$ cat src/rtl/hdiv_pkg.sv
package hdiv_pkg;
    localparam int DATA_W = 32;
    localparam int DIVS_W = 16;
    localparam int CNT_W  = $clog2(DATA_W);

    typedef struct packed {
        logic sat;
        logic carry;
        logic ovf;
        logic sign;
        logic zero;
    } flags_t;

    typedef enum logic [1:0] {ST_IDLE, ST_RUN, ST_FIN} state_t;

    typedef struct packed {
        logic              div_zero;
        logic              min_ovf;
        logic              neg;
        logic [DATA_W-1:0] mag_dvd;
        logic [DATA_W-1:0] mag_dvs;
    } prep_t;

    function automatic logic [DATA_W-1:0] mag_of(input logic [DATA_W-1:0] v);
        return v[DATA_W-1] ? (~v + 1'b1) : v;
    endfunction
endpackage

$ cat src/rtl/hdiv_prep.sv
module hdiv_prep
    import hdiv_pkg::*;
(
    input  logic [DATA_W-1:0] dividend,
    input  logic [DATA_W-1:0] divisor_op,
    output prep_t             prep
);
    logic [DATA_W-1:0] dvs_ext;

    always_comb begin
        dvs_ext       = {{(DATA_W-DIVS_W){divisor_op[DIVS_W-1]}}, divisor_op[DIVS_W-1:0]};
        prep.div_zero = (dvs_ext == '0);
        prep.min_ovf  = (dividend == {1'b1, {(DATA_W-1){1'b0}}}) && (dvs_ext == '1);
        prep.neg      = dividend[DATA_W-1] ^ dvs_ext[DATA_W-1];
        prep.mag_dvd  = mag_of(dividend);
        prep.mag_dvs  = mag_of(dvs_ext);
    end
endmodule

$ cat src/rtl/hdiv_core.sv
module hdiv_core
    import hdiv_pkg::*;
(
    input  logic              clk,
    input  logic              rst,
    input  logic              load,
    input  logic              step,
    input  logic [DATA_W-1:0] mag_dvd,
    input  logic [DATA_W-1:0] mag_dvs,
    output logic [DATA_W-1:0] quo_mag,
    output logic              last
);
    logic [DATA_W:0]   rem;
    logic [DATA_W-1:0] quo;
    logic [DATA_W-1:0] dvs;
    logic [CNT_W-1:0]  cnt;
    logic [DATA_W:0]   shifted;
    logic [DATA_W+1:0] diff;
    logic              fits;

    always_comb begin
        shifted = {rem[DATA_W-1:0], quo[DATA_W-1]};
        diff    = {1'b0, shifted} - {2'b00, dvs};
        fits    = ~diff[DATA_W+1];
    end

    always_ff @(posedge clk) begin
        if (rst) begin
            rem <= '0;
            quo <= '0;
            dvs <= '0;
            cnt <= '0;
        end else if (load) begin
            rem <= '0;
            quo <= mag_dvd;
            dvs <= mag_dvs;
            cnt <= '0;
        end else if (step) begin
            rem <= fits ? diff[DATA_W:0] : shifted;
            quo <= {quo[DATA_W-2:0], fits};
            cnt <= cnt + 1'b1;
        end
    end

    assign quo_mag = quo;
    assign last    = (cnt == CNT_W'(DATA_W-1));

    // partial remainder stays below the divisor after every step
    assert_rem_below_divisor_R2: assert property (@(posedge clk) disable iff (rst)
        $past(step) |-> (rem < {1'b0, dvs}));
endmodule

$ cat src/rtl/hdiv_flags.sv
module hdiv_flags
    import hdiv_pkg::*;
(
    input  flags_t            fin,
    input  logic              div_zero,
    input  logic              min_ovf,
    input  logic [DATA_W-1:0] result,
    output flags_t            fout
);
    always_comb begin
        fout       = fin;
        fout.ovf   = 1'b1;
        if (min_ovf) begin
            fout.sign = 1'b1;
            fout.zero = 1'b0;
        end else if (!div_zero) begin
            fout.ovf  = 1'b0;
            fout.sign = result[DATA_W-1];
            fout.zero = (result == '0);
        end
    end
endmodule

$ cat src/rtl/hdiv_unit.sv
module hdiv_unit
    import hdiv_pkg::*;
(
    input  logic        clk,
    input  logic        rst,
    input  logic        start,
    input  logic [31:0] dividend,
    input  logic [31:0] divisor_op,
    input  logic [4:0]  flags_in,
    output logic        busy,
    output logic        done,
    output logic [31:0] quotient,
    output logic        wr_en,
    output logic [4:0]  flags_out
);
    state_t            state;
    prep_t             prep;
    flags_t            flags_hold;
    flags_t            fl_src;
    flags_t            fl_new;
    logic              neg_q;
    logic              accept;
    logic              special;
    logic              fin_sel;
    logic [DATA_W-1:0] quo_mag;
    logic [DATA_W-1:0] signed_q;
    logic [DATA_W-1:0] fl_result;
    logic              core_last;

    hdiv_prep u_prep (
        .dividend   (dividend),
        .divisor_op (divisor_op),
        .prep       (prep)
    );

    always_comb begin
        accept    = start && (state == ST_IDLE);
        special   = prep.div_zero || prep.min_ovf;
        fin_sel   = (state == ST_FIN);
        signed_q  = neg_q ? (~quo_mag + 1'b1) : quo_mag;
        fl_src    = fin_sel ? flags_hold : flags_t'(flags_in);
        fl_result = fin_sel ? signed_q : dividend;
    end

    hdiv_core u_core (
        .clk     (clk),
        .rst     (rst),
        .load    (accept && !special),
        .step    (state == ST_RUN),
        .mag_dvd (prep.mag_dvd),
        .mag_dvs (prep.mag_dvs),
        .quo_mag (quo_mag),
        .last    (core_last)
    );

    hdiv_flags u_flags (
        .fin      (fl_src),
        .div_zero (!fin_sel && prep.div_zero),
        .min_ovf  (!fin_sel && prep.min_ovf),
        .result   (fl_result),
        .fout     (fl_new)
    );

    always_ff @(posedge clk) begin
        if (rst) begin
            state      <= ST_IDLE;
            done       <= 1'b0;
            wr_en      <= 1'b0;
            quotient   <= '0;
            flags_out  <= '0;
            flags_hold <= '0;
            neg_q      <= 1'b0;
        end else begin
            done  <= 1'b0;
            wr_en <= 1'b0;
            case (state)
                ST_IDLE: if (start) begin
                    if (special) begin
                        done      <= 1'b1;
                        quotient  <= dividend;
                        flags_out <= fl_new;
                    end else begin
                        state      <= ST_RUN;
                        flags_hold <= flags_t'(flags_in);
                        neg_q      <= prep.neg;
                    end
                end
                ST_RUN: if (core_last) state <= ST_FIN;
                ST_FIN: begin
                    state     <= ST_IDLE;
                    done      <= 1'b1;
                    wr_en     <= 1'b1;
                    quotient  <= signed_q;
                    flags_out <= fl_new;
                end
                default: state <= ST_IDLE;
            endcase
        end
    end

    assign busy = (state != ST_IDLE);

    // no result pulse while a divide is running
    assert_done_not_busy_R9: assert property (@(posedge clk) disable iff (rst)
        done |-> !busy);
    // write enable only inside a done pulse
    assert_wr_with_done_R9: assert property (@(posedge clk) disable iff (rst)
        wr_en |-> done);
    // zero divisor finishes next cycle without write-back
    assert_zero_div_R4: assert property (@(posedge clk) disable iff (rst)
        (start && !busy && prep.div_zero) |=> (done && !wr_en && flags_out[2]));
    // minimum by minus one finishes next cycle with overflow and sign
    assert_min_ovf_R5: assert property (@(posedge clk) disable iff (rst)
        (start && !busy && prep.min_ovf) |=> (done && !wr_en && flags_out[2] && flags_out[1]));
    // a written result never reports overflow
    assert_normal_no_ovf_R3: assert property (@(posedge clk) disable iff (rst)
        (done && wr_en) |-> !flags_out[2]);
    // an accepted normal divide raises busy on the next cycle
    assert_busy_after_start_R7: assert property (@(posedge clk) disable iff (rst)
        (start && !busy && !special) |=> busy);
endmodule

$ cat config.mk
export PLATFORM = sky130hd
export DESIGN_NAME = hdiv_unit
export DESIGN_NICKNAME = d
export VERILOG_FILES = /design/src/rtl/hdiv_pkg.sv /design/src/rtl/hdiv_prep.sv /design/src/rtl/hdiv_core.sv /design/src/rtl/hdiv_flags.sv /design/src/rtl/hdiv_unit.sv
export SDC_FILE = /design/constraint.sdc
export NUM_CORES = 1
export LEC_CHECK = 0
export BUFFER_PORTS_ARGS = -buffer_cell sky130_fd_sc_hd__buf_2
export CAP_MARGIN = 20
export CORE_ASPECT_RATIO = 1.75
export CORE_MARGIN = 1
export CORE_UTILIZATION = 45
export DETAILED_ROUTE_END_ITERATION = 12
export HOLD_SLACK_MARGIN = 0.1
export PLACE_DENSITY_LB_ADDON = 0.12
export SETUP_SLACK_MARGIN = 0.4
export SLEW_MARGIN = 10
export SYNTH_ARGS = -nofsm -noshare
export SYNTH_HDL_FRONTEND = slang
export SYNTH_SLANG_ARGS = --single-unit
$ cat constraint.sdc
create_clock -name clk -period 3.5 [get_ports clk]
set_input_delay 0.175 -clock clk [delete_from_list [all_inputs] [get_ports clk]]
set_output_delay 0.175 -clock clk [all_outputs]
set_load 0.03 [all_outputs]
# After elaboration in Yosys (flattened, before gate mapping)
# Cells that the tools add are included.
# classes
n_mul	0
n_mux	25
eq_ne	9
n_reduce_logical	18
div	0
add_sub_neg	5
n_bitwise	6
n_shift	0
magnitude_cmp	0
# op_table
cell	n
$mux 32	9
$add 32x1->32 const B	3
$not 32->32	3
$eq 32x32->1 const B	2
$logic_not 32->1	2
$pmux 32 s2	1
$sub 33x32->34	1
$mux 5	3
$pmux 5 s2	1
$reduce_and 3->1	3
$mux 2	4
$ne 2x2->1 const B	4
$reduce_bool 2->1	3
$add 5x1->5 const B	1
$eq 5x5->1 const B	1
$logic_and 1x1->1	5
$mux 1	4
$pmux 2 s2	1
$mux 3	1
$eq 2x1->1 const B	1
$eq 2x2->1 const B	1
$logic_not 1->1	2
$logic_not 2->1	1
$not 1->1	2
other kinds (4)	4
# totals
latchBits	0
mem_bits_ro	0
ff_bits	148
n_memories	0
inputBits	72
ramBits	0

# Depth between registers and ports, before layout
# Gate-level depths: netlist (run 1).
# logic_depth
ltp_word	10
depth_mapped	13
ltp_nobuf	13

# By module
# From an unflattened synthesis (run 1), not the netlist that was laid out.
# unflattened
cells_unflattened	1334
hier_area_um2	10247.3
# by_module_without_submodules
module	cells_each	n_inst	area_each_um2
hdiv_core	741	1	6004.5
hdiv_unit	404	1	2899.0
hdiv_prep	172	1	1199.9
hdiv_flags	17	1	143.9

# Worst setup path after synthesis (run 1)
# Ideal clock, no wire load.
# synth_timing
kind	flip-flop to flip-flop
startpoint	register u_core.quo[9] (netlist: u_core.quo_mag[9])
endpoint	register flags_out[0]
setup_ps	57
t_arrival_ps	3171
t_required_ps	3443
setup_slack_ps	271
path_stages_with_launch	11
path_buffers	1
path_cell_list	dfxtp_1 > or4_4 > or4_4 > buf_6 > o31ai_4 > xor2_1 > o21ai_1 > or4_1 > or4_1 > nor4_2 > a21o_1
# synth_via
elab_chain_cells	10
# synth_rtl
element	line	text
start, declared	hdiv_core.sv:14	logic [DATA_W-1:0] quo;
start signal, assigned	hdiv_core.sv:35	quo <= mag_dvd;
start signal, assigned	hdiv_core.sv:40	quo <= {quo[DATA_W-2:0], fits};
$not 32->32	hdiv_unit.sv:40	signed_q = neg_q ? (~quo_mag + 1'b1) : quo_mag;
$add 32x1->32	hdiv_unit.sv:40	
$mux 32 *	hdiv_unit.sv:40	
$mux 32 *	hdiv_unit.sv:42	fl_result = fin_sel ? signed_q : dividend;
$logic_not 32->1 *	hdiv_flags.sv:19	fout.zero = (result == '0);
$mux 3 *	hdiv_flags.sv:16	end else if (!div_zero) begin
$mux 2 *	hdiv_flags.sv:13	if (min_ovf) begin
$mux 5	hdiv_unit.sv:78	if (special) begin
$mux 5	hdiv_unit.sv:77	ST_IDLE: if (start) begin
$pmux 5 s2 *	hdiv_unit.sv:76	case (state)
end signal, assigned	hdiv_unit.sv:81	flags_out <= fl_new;
end signal, assigned	hdiv_unit.sv:94	flags_out <= fl_new;
end, declared	hdiv_unit.sv:14	output logic [4:0] flags_out
# Every way passes the cells marked *; elsewhere a longest branch is shown, timed or not. The select of a mux whose other input is x is not followed.
# A chain may end at the register's enable or synchronous reset.

# Worst setup path after layout (run 1)
# Ends and elaborated chain as after synthesis.

==> run metrics, run 1 <==
cell-internal power 0.00369 W; Leakage Power 4.54 nW; outcome complete, no violations; count of cell types in the netlist 67; H-tree depth 4; Sink Count 145; post-DP HPWL 20600 µm; asr flop ratio synth 0; GRT Overall Usage 0.266; share of cells above drive strength 1 0.173; Worst Setup Start Kind register; initial drt markers 484; synthesized instance count 1182; # port buffers 94; Post-synth EDFFs 0; clk_lat worst skew 440 ps; largest net degree at the start of global routing 56; most common library cells after synthesis dfxtp_1, nor2_1, nand2_1, a21oi_1, o21ai_0; num ports 112; CTS tree built; Layout Skew between 10 and 15 ps; via count about 9000; Final Total Pwr between 0.005 and 0.006 W; Worst Setup End Kind register; unrepaired setup endpoints after global routing yes; Yosys top cell by area dfxtp_1; vias in the first global route 8716; Total Wirelength roughly 28000 µm; most frequent cell after synthesis dfxtp_1; grt total ovfl 0; P_sw 0.00191 W; Mean Syn Cell Area 7.86 µm²; Mapped Area slightly above 9000 µm²; number of max-cap violations 0; area share of the largest cell type after synthesis 0.312; worst-path maximum fanout 8; most used cell, CP or4_4; Die Span X 111 µm; DR vias/cell 5.82; Pre-Repair DR Iteration Count 5; die area 21200 µm²; fmax between 0.3 and 0.4 GHz; Worst Path Arrival 3610 ps; PwrDens 506 nW/µm²; Die Y just under 200 µm; gpl congestion 0.909; worst slew pin tran 1170 ps; TNS Setup 0 ps; Hold Fails Final Rpt 0; Hold Path Class input port to register; Synth Warn # 0; WL/cell between 15 and 20 µm; minimum clock period 3220 ps; Net Sw Frac 0.341; Crit Path Class register to register; non-filler cells in the finished layout around 1600; Clock power frac 0.326; first-pass GRT wire length 44500 µm; Final Max Slew Viols 0; relative slew slack 0.219; sequential share of power 0.325; Synth Flop Type dfxtp_1; Final Cycle Share 0.921; peak supply drop 0.000365 V; Cell Chain, Critical Path or4_4 -> or4_4 -> o21ai_2 -> xor2_1 -> a41oi_1 -> or4_4 -> or4_1 -> nor4_2 -> a21o_1; placed insts 1499; Rows 69; initial antenna violation count 1; Seq/Total Area, Yosys 0.312; post-synthesis register bit count 145; Critical Path RT between 3000 and 4000 ps; CP max stage delay 540 ps; power share of the combinational group 0.349; NumNets Final ~1400; Clock transition at path regs ~70 ps; antenna viol nets, final 0; Core Region ~20000 µm²; Starting Density 0.458; Max Root-Sink Buffers 2; Synth area leaders dfxtp_1, xnor2_1, nor2_1; CP max stage cell or4_4; area growth from synthesis to layout 19.0%; Num CTS Buffers 17; DRC viols 0; final setup violation count 0; Syn Nets ~1300; Root Buffer Master clkbuf_16
-- worst paths after layout --
path,endpoint,cells after the start,slack (ps),start
worst min-delay path,u_core.dvs[12]$_SDFFE_PP0P_,4,110,divisor_op[12]
worst min register to register,u_core.dvs[30]$_SDFFE_PP0P_,2,440,u_core.dvs[30]$_SDFFE_PP0P_
worst max register to register,flags_out[0]$_SDFFE_PP0P_,9,280,u_core.quo_mag[9]$_SDFFE_PP0P_
worst max-delay path,flags_out[0]$_SDFFE_PP0P_,9,280,u_core.quo_mag[9]$_SDFFE_PP0P_
-- power groups by stage --
stage,combinational [W],sequential (W),clock (W)
after CTS,0.00190,0.00182,0.00187
after floorplan,0.00131,0.00183,0
after global placement,0.00182,0.00185,0
final,0.00195,0.00182,0.00183
after global routing,0.00215,0.00183,0.00193
after detailed placement,0.00183,0.00185,0
-- through the flow --
| step | area (µm²) | hold WS (ps) | util | setup slack (ps) |
|---|---|---|---|---|
| floorplan | 9300 | 311 | - | 367 |
| global placement | 10200 | 398 | 0.503 | 101 |
| detailed placement | 10200 | 397 | 0.503 | 37.9 |
| CTS | 10900 | 100 | 0.539 | 189 |
| global route | 11100 | 126 | 0.545 | 199 |
| finish | 11100 | 113 | 0.545 | 275 |
-- flip-flops by register name, indices dropped and copies added, names as in the netlist --
| name | count |
|---|---|
| u_core.cnt | 5 |
| flags_hold | 2 |
| u_core.quo_mag | 32 |
| quotient | 32 |
| u_core.rem | 32 |
| u_core.dvs | 32 |
| done | 1 |
| wr_en | 1 |
| flags_out | 5 |
| state | 2 |
| neg_q | 1 |
-- cells in the final DEF, fill, tap and decap left out, drive strengths merged, types with 8 or more instances in the layout --
cell	n
a22oi	22
dfxtp	145
o21a	10
nor3	17
nand4	11
o21bai	8
clkbuf	20
o21ai	75
a21o	10
clkinv	8
nor2	134
nand2	122
xor2	37
buf	151
xnor2	61
or3	10
a211oi	43
dlygate4sd3	8
inv	50
nand2b	15
mux2i	47
a21oi	91
o41ai	13
ha	38
o31ai	24
nand3	17
nor4	13
or4	15
nor2b	8
-- cells by family after synthesis --
| logic type | share of synthesized area |
|---|---|
| AND/OR/NAND/NOR | 0.193 |
| XOR/XNOR | 0.0924 |
| buffers and inverters | 0.0524 |
| flip-flops | 0.312 |
| multiplexers | 0.0567 |
| AO/OA/AOI/OAI | 0.240 |
| adder cells (fa/ha/maj) | 0.0533 |
-- routing by layer --
layer  share of wire  vias up  global-route usage
li1                -     4443                   -
met1            0.37     4245               0.259
met2            0.53      231               0.505
met3           0.034       95              0.0385
met4           0.070        0               0.197
met5               0        -                   0
-- layout make-up --
class | count | area, µm²
fillers | 1975 | 9230
well taps | 248 | 310
clock inverters | 11 | 140
flip-flops and latches | 145 | 2910
clock buffers | 20 | 437
repair buffers | 159 | 1030
inverters | 51 | 191
diodes | 2 | 5.00
multi-input cells | 914 | 6030
-- worst max-delay path, delay by kind of cell, from the launching register on --
kind | cells | cell delay [ps]
XOR/XNOR | 1 | 210
AND/OR/NAND/NOR | 5 | 2180
flip-flops | 1 | 320
AO/OA/AOI/OAI | 3 | 470
-- what timing repair did --
item / 4_1_cts / 5_1_grt
hold buffers: 8 / 0
cloned: 0 / 0
buffers inserted: 5 / 5
resized for setup: 10 / 19
setup endpoints to repair: 16 / 67
endpoints found under the hold margin: 10 / 0
pin swaps: 6 / 12
Note: power is estimated with default switching activity, not from simulation.
==> run 2, diff against run 1 <==
--- a/config.mk
+++ b/config.mk
@@ -12,6 +12,7 @@
 export CORE_UTILIZATION = 45
 export DETAILED_ROUTE_END_ITERATION = 12
 export HOLD_SLACK_MARGIN = 0.1
+export MAX_ROUTING_LAYER = met4
 export PLACE_DENSITY_LB_ADDON = 0.12
 export SETUP_SLACK_MARGIN = 0.4
 export SLEW_MARGIN = 10
==> run 2 against run 1 <==
Against the previous run:
- combinational power is 2% lower
- cell area grew 0.40%
- die area did not move
- worst hold slack better by 5.3 ps
- sequential power is essentially flat
- total power up 0.46%
- global-route usage is 0.62 points higher
- flip-flop and latch count unchanged
- count of clock-buffer cells in the layout is 1 lower
- sequential share of layout area fell by 0.11 points
- clock power up 4%
- critical path type unchanged
- largest power group unchanged
- highest routed layer unchanged
==> run metrics, run 2 (synthesized netlist as in run 1, its figures left out) <==
Layout Skew 6.24 ps (-5.27 ps); peak supply drop 0.000357 V (-2.1%); fmax 0.304 GHz (-1.9%); fin worst setup slack 214 ps (-61.4 ps); layer with the highest usage met2; via count 8974 (-0.44%); minimum clock period 3290 ps (+61.4 ps); Layout fillers 1996 (+1.1%); Sink Count 145 (unchanged); Final Max Slew Viols 0 (unchanged); Clock transition at path regs 60 ps (about the same); DRC viols 0 (unchanged); Worst Setup Start Kind register; CTS tree built; worst-path maximum fanout 8 (unchanged); die area 21200 µm² (unchanged); Total Wirelength 27800 µm (-0.85%); Rows 69 (unchanged); commonest non-fill, non-tap cell in the layout dfxtp_1; vias in the first global route 8771 (+0.63%); Hold Path Class input port to register; unrepaired setup endpoints after global routing yes; gpl congestion 0.944 (+3.9%); post-DP HPWL 20800 µm (+1.2%); clk_lat worst skew 430 ps (about the same); Die Span X 111 µm (unchanged); P_sw 0.00192 W (+0.51%); # port buffers 94 (unchanged); Worst Setup End Kind register; register area 2900 µm² (about the same); met3 global-route usage 0.0391 (+0.000631); antenna viol nets, final 0 (unchanged); PwrDens 507 nW/µm² (about the same); Clock power frac 0.338 (+0.012); first-pass GRT wire length 44300 µm (-0.57%); grt total ovfl 0 (unchanged); Final Cycle Share 0.939 (+0.0176); Crit Path Class register to register; Critical Path RT 3880 ps (about the same); initial drt markers 447 (-7.6%); Num CTS Buffers 17 (unchanged); Core Region 20300 µm² (unchanged); NumNets Final 1398 (-0.071%); sequential share of power 0.323 (-0.002); initial antenna violation count 3 (+2); number of max-cap violations 0 (unchanged); worst slew pin tran 1020 ps (-147 ps); met1 GRT Util 0.251 (-0.00846); Worst Path Arrival 3670 ps (+60 ps); num ports 112 (unchanged); Max Root-Sink Buffers 2 (unchanged); Leakage Power 4.54 nW (about the same); final setup violation count 0 (unchanged); GRT met2 Usage 0.512 (+0.00669); GRT Overall Usage 0.272 (+0.00621); share of cells above drive strength 1 0.174 (+0.000769); most frequent cells in the layout dfxtp_1, nor2_1, nand2_1, buf_2, a21oi_1; cell-internal power 0.00371 W (+0.43%); Net Sw Frac 0.341 (about the same); outcome complete, no violations; Root Buffer Master clkbuf_16; power share of the combinational group 0.339 (-0.010); largest net degree at the start of global routing 94 (+68%); relative slew slack 0.320 (+0.101); Multi-input gate area 6030 µm² (unchanged); Die Y 192 µm (unchanged); WL/cell 17.9 µm (-0.92%); DR vias/cell 5.79 (-0.51%); Pre-Repair DR Iteration Count 5 (unchanged); Hold Fails Final Rpt 0 (unchanged); dpl ws -24.9 ps (-62.8 ps); Starting Density 0.458 (unchanged); area growth from synthesis to layout 19.5%; H-tree depth 4 (unchanged); Final Total Pwr 0.00563 W (+0.46%)
[run 2: cell count changes in the layout (fill, tap and decap cells not counted), sizes merged]
cell      delta
buf          -2
diode        +1
clkinvlp     +4
clkinv       -3
clkbuf       -1
nor3         +1
inv          +1
[run 2: layout make-up]
type	instances	share of cell area
multi-input combinational	915	0.543
sequential	145	0.262
timing repair buffer	157	0.0938
clock buffer	19	0.0408
tap	248	0.0280
inverter	51	0.0172
clock inverter	13	0.0144
antenna	3	0.000676
[run 2: critical path: stages (launching register included)]
cell and delay, ps:
dfxtp_2 320, or4_4 550, or4_4 530, or4_4 620
o21ai_2 150, xor2_1 160, o21ai_1 100, or4_1 520
nor4_2 150, a21o_1 140
[run 2: power groups by stage]
stage,Clock (W),Combinational (W),Sequential (W)
6_report,0.00190,0.00191,0.00182
5_1_grt,0.00200,0.00211,0.00183
4_1_cts,0.00194,0.00187,0.00181
3_5_place_dp,0,0.00184,0.00185
3_3_place_gp,0,0.00182,0.00185
2_1_floorplan,0,0.00131,0.00183
[run 2: worst paths after layout]
kind / cells after the start / slack, ps / from / end
worst min register to register: 2 / 440 / u_core.dvs[31]$_SDFFE_PP0P_ / u_core.dvs[31]$_SDFFE_PP0P_
worst max-delay path: 9 / 210 / u_core.quo_mag[9]$_SDFFE_PP0P_ / flags_out[0]$_SDFFE_PP0P_
worst min-delay path: 3 / 120 / dividend[0] / u_core.quo_mag[0]$_SDFFE_PP0P_
worst max register to register: 9 / 210 / u_core.quo_mag[9]$_SDFFE_PP0P_ / flags_out[0]$_SDFFE_PP0P_
[run 2: routing by layer]
metal | share of wire | wire length [µm]
met1 | 0.36 | 10000
met3 | 0.030 | 831
met4 | 0.064 | 1780
met2 | 0.55 | 15200
met5 | 0 | 0
[run 2: timing repair]
| action | CTS | global route |
|---|---|---|
| endpoints found under the setup margin | 4 | 113 |
| hold endpoints to repair | 9 | 0 |
| cloned | 0 | 1 |
| hold buffers | 8 | 0 |
| pin swaps | 5 | 7 |
| buffers inserted | 3 | 7 |
| gates resized for setup | 10 | 14 |
[run 2: per-stage QoR]
stage                     area [µm²]  hold WS (ps)  TNS (ps)  instances  utilization
after CTS                      11000           101         0       1540        0.540
final                          11100           118         0       1551        0.547
after floorplan                 9300           311         0       1182            -
after global routing           11100           131         0       1551        0.547
after detailed placement       10200           391      -131       1497        0.504
after global placement         10200           392         0       1497        0.504
==> run 3, diff against run 2 <==
--- a/config.mk
+++ b/config.mk
@@ -14,7 +14,7 @@
 export HOLD_SLACK_MARGIN = 0.1
 export MAX_ROUTING_LAYER = met4
 export PLACE_DENSITY_LB_ADDON = 0.12
-export SETUP_SLACK_MARGIN = 0.4
+export SETUP_SLACK_MARGIN = 0.2
 export SLEW_MARGIN = 10
 export SYNTH_ARGS = -nofsm -noshare
 export SYNTH_HDL_FRONTEND = slang
==> run 3 against run 2 <==
Against the previous run:
- critical path depth unchanged
- sequential share of layout area up 0.16 points
- highest routed layer unchanged
- critical endpoint unchanged
- cell area down 0.60%
- worst hold slack worse by 2.5 ps
- die area unchanged
- maximum frequency down 2.6%
- combinational power about the same
- flip-flop and latch count unchanged
==> run metrics, run 3 (synthesized netlist as in run 1, its figures left out) <==
num ports 112 (unchanged); Sink Count 145 (unchanged); clk_lat worst skew 440 ps (about the same); relative slew slack 0.370 (+0.0500); Die Y 192 µm (unchanged); number of max-cap violations 0 (unchanged); outcome complete, no violations; unrepaired setup endpoints after global routing yes; Final Max Slew Viols 0 (unchanged); # port buffers 94 (unchanged); Final Cycle Share 0.964 (+0.0249); antenna viol nets, final 0 (unchanged); largest net degree at the start of global routing 67 (-29%); Hold Path Class input port to register; layer with the highest usage met2; H-tree depth 4 (unchanged); met3 global-route usage 0.0423 (+0.00316); TNS Setup 0 ps (unchanged); initial antenna violation count 1 (-2); die area 21200 µm² (unchanged); via count 8988 (+0.16%); Crit Path Class register to register; GRT met2 Usage 0.520 (+0.00788); DR vias/cell 5.79 (about the same); initial drt markers 487 (+8.9%); GRT Overall Usage 0.275 (+0.00266); Starting Density 0.458 (unchanged); vias in the first global route 8911 (+1.6%); NumNets Final 1401 (+0.21%); Pre-Repair DR Iteration Count 5 (unchanged); DRC viols 0 (unchanged); Rows 69 (unchanged); Worst Path Arrival 3760 ps (+90 ps); Worst Setup End Kind register; grt total ovfl 0 (unchanged); gpl congestion 0.947 (+0.25%); post-DP HPWL 21000 µm (+0.75%); Layout Skew 9.56 ps (+3.31 ps); Clock transition at path regs 60 ps (about the same); Hold Fails Final Rpt 0 (unchanged); final setup violation count 0 (unchanged); CTS tree built; commonest non-fill, non-tap cell in the layout dfxtp_1; fmax 0.296 GHz (-2.6%); worst-path maximum fanout 10 (+2); area growth from synthesis to layout 18.8%; share of cells above drive strength 1 0.167 (-0.00731); worst slew pin tran 942 ps (-78.1 ps); most frequent cells in the layout dfxtp_1, nor2_1, nand2_1, buf_2, a21oi_1; Num CTS Buffers 17 (unchanged); Final Cell Area 11000 µm² (-0.60%); first-pass GRT wire length 44600 µm (+0.79%); Max Root-Sink Buffers 2 (unchanged); PwrDens 512 nW/µm² (+1.1%); Leakage Power 4.52 nW (-0.40%); Root Buffer Master clkbuf_16; Core Region 20300 µm² (unchanged); peak supply drop 0.000369 V (+3.2%); Critical Path RT 3890 ps (about the same); Area after DPL 10300 µm² (+0.36%); Die Span X 111 µm (unchanged); Worst Setup Start Kind register; Total Wirelength 28100 µm (+0.82%); WL/cell 18.1 µm (+0.69%); met1 GRT Util 0.257 (+0.00651); minimum clock period 3370 ps (+87.3 ps)
==> run 3: changes by cell type in the layout (fill, tap and decap cells not counted), moves of 3 or more <==
cell | before | now
a21oi_2 | 4 | 0
a21oi_1 | 87 | 91
buf_4 | 50 | 55
buf_12 | 6 | 3
nor4_2 | 4 | 1
o21ai_0 | 65 | 68
==> run 3: worst max-delay path, cell delays in order, from the launching register on <==
cell,delay (ps)
dfxtp_2,320
or4_4,550
or4_4,530
o31ai_4,250
xor2_1,170
o21ai_1,100
or4_4,580
or4_4,560
nor4_4,130
a21o_1,130
==> run 3: layout make-up <==
class | count | area [µm²]
diodes | 2 | 5.00
clock inverters | 12 | 158
inverters | 51 | 191
multi-input cells | 914 | 5970
fillers | 1990 | 9260
repair buffers | 161 | 1040
well taps | 248 | 310
clock buffers | 20 | 457
flip-flops and latches | 145 | 2900
==> run 3: routing by layer <==
metal / part of all wire / up-vias
met4: 0.056 / 0
met3: 0.035 / 87
met1: 0.36 / 4228
met5: 0 / -
li1: - / 4447
met2: 0.55 / 226
==> run 3: metrics by stage <==
stage | instances | util | setup slack (ps) | hold WS [ps] | power [W]
2_1_floorplan | 1182 | - | 271 | 311 | 0.00314
3_3_place_gp | 1508 | 0.505 | 105 | 430 | 0.00371
3_5_place_dp | 1508 | 0.505 | 89.3 | 436 | 0.00372
4_1_cts | 1550 | 0.541 | 105 | 104 | 0.00566
5_1_grt | 1552 | 0.544 | 16.3 | 131 | 0.00597
6_report | 1553 | 0.544 | 126 | 116 | 0.00565
==> run 3: worst paths after layout <==
kind	cells after the start	start	endpoint	slack (ps)
max reg2reg	9	u_core.quo_mag[9]$_SDFFE_PP0P_	flags_out[0]$_SDFFE_PP0P_	130
min	4	divisor_op[8]	u_core.dvs[8]$_SDFFE_PP0P_	120
min reg2reg	2	u_core.dvs[24]$_SDFFE_PP0P_	u_core.dvs[24]$_SDFFE_PP0P_	440
max	9	u_core.quo_mag[9]$_SDFFE_PP0P_	flags_out[0]$_SDFFE_PP0P_	130
==> run 3: report_power, final <==
part           internal, W  switching (W)
combinational     0.000825        0.00109
clock              0.00116       0.000759
sequential         0.00174      0.0000782
total              0.00372        0.00193
==> run 3: timing repair <==
action	4_1_cts	5_1_grt
buffers inserted	0	1
pin swaps	0	1
hold buffers	10	0
resized for setup	1	13
endpoints found under the setup margin	1	13
hold endpoints to repair	12	0
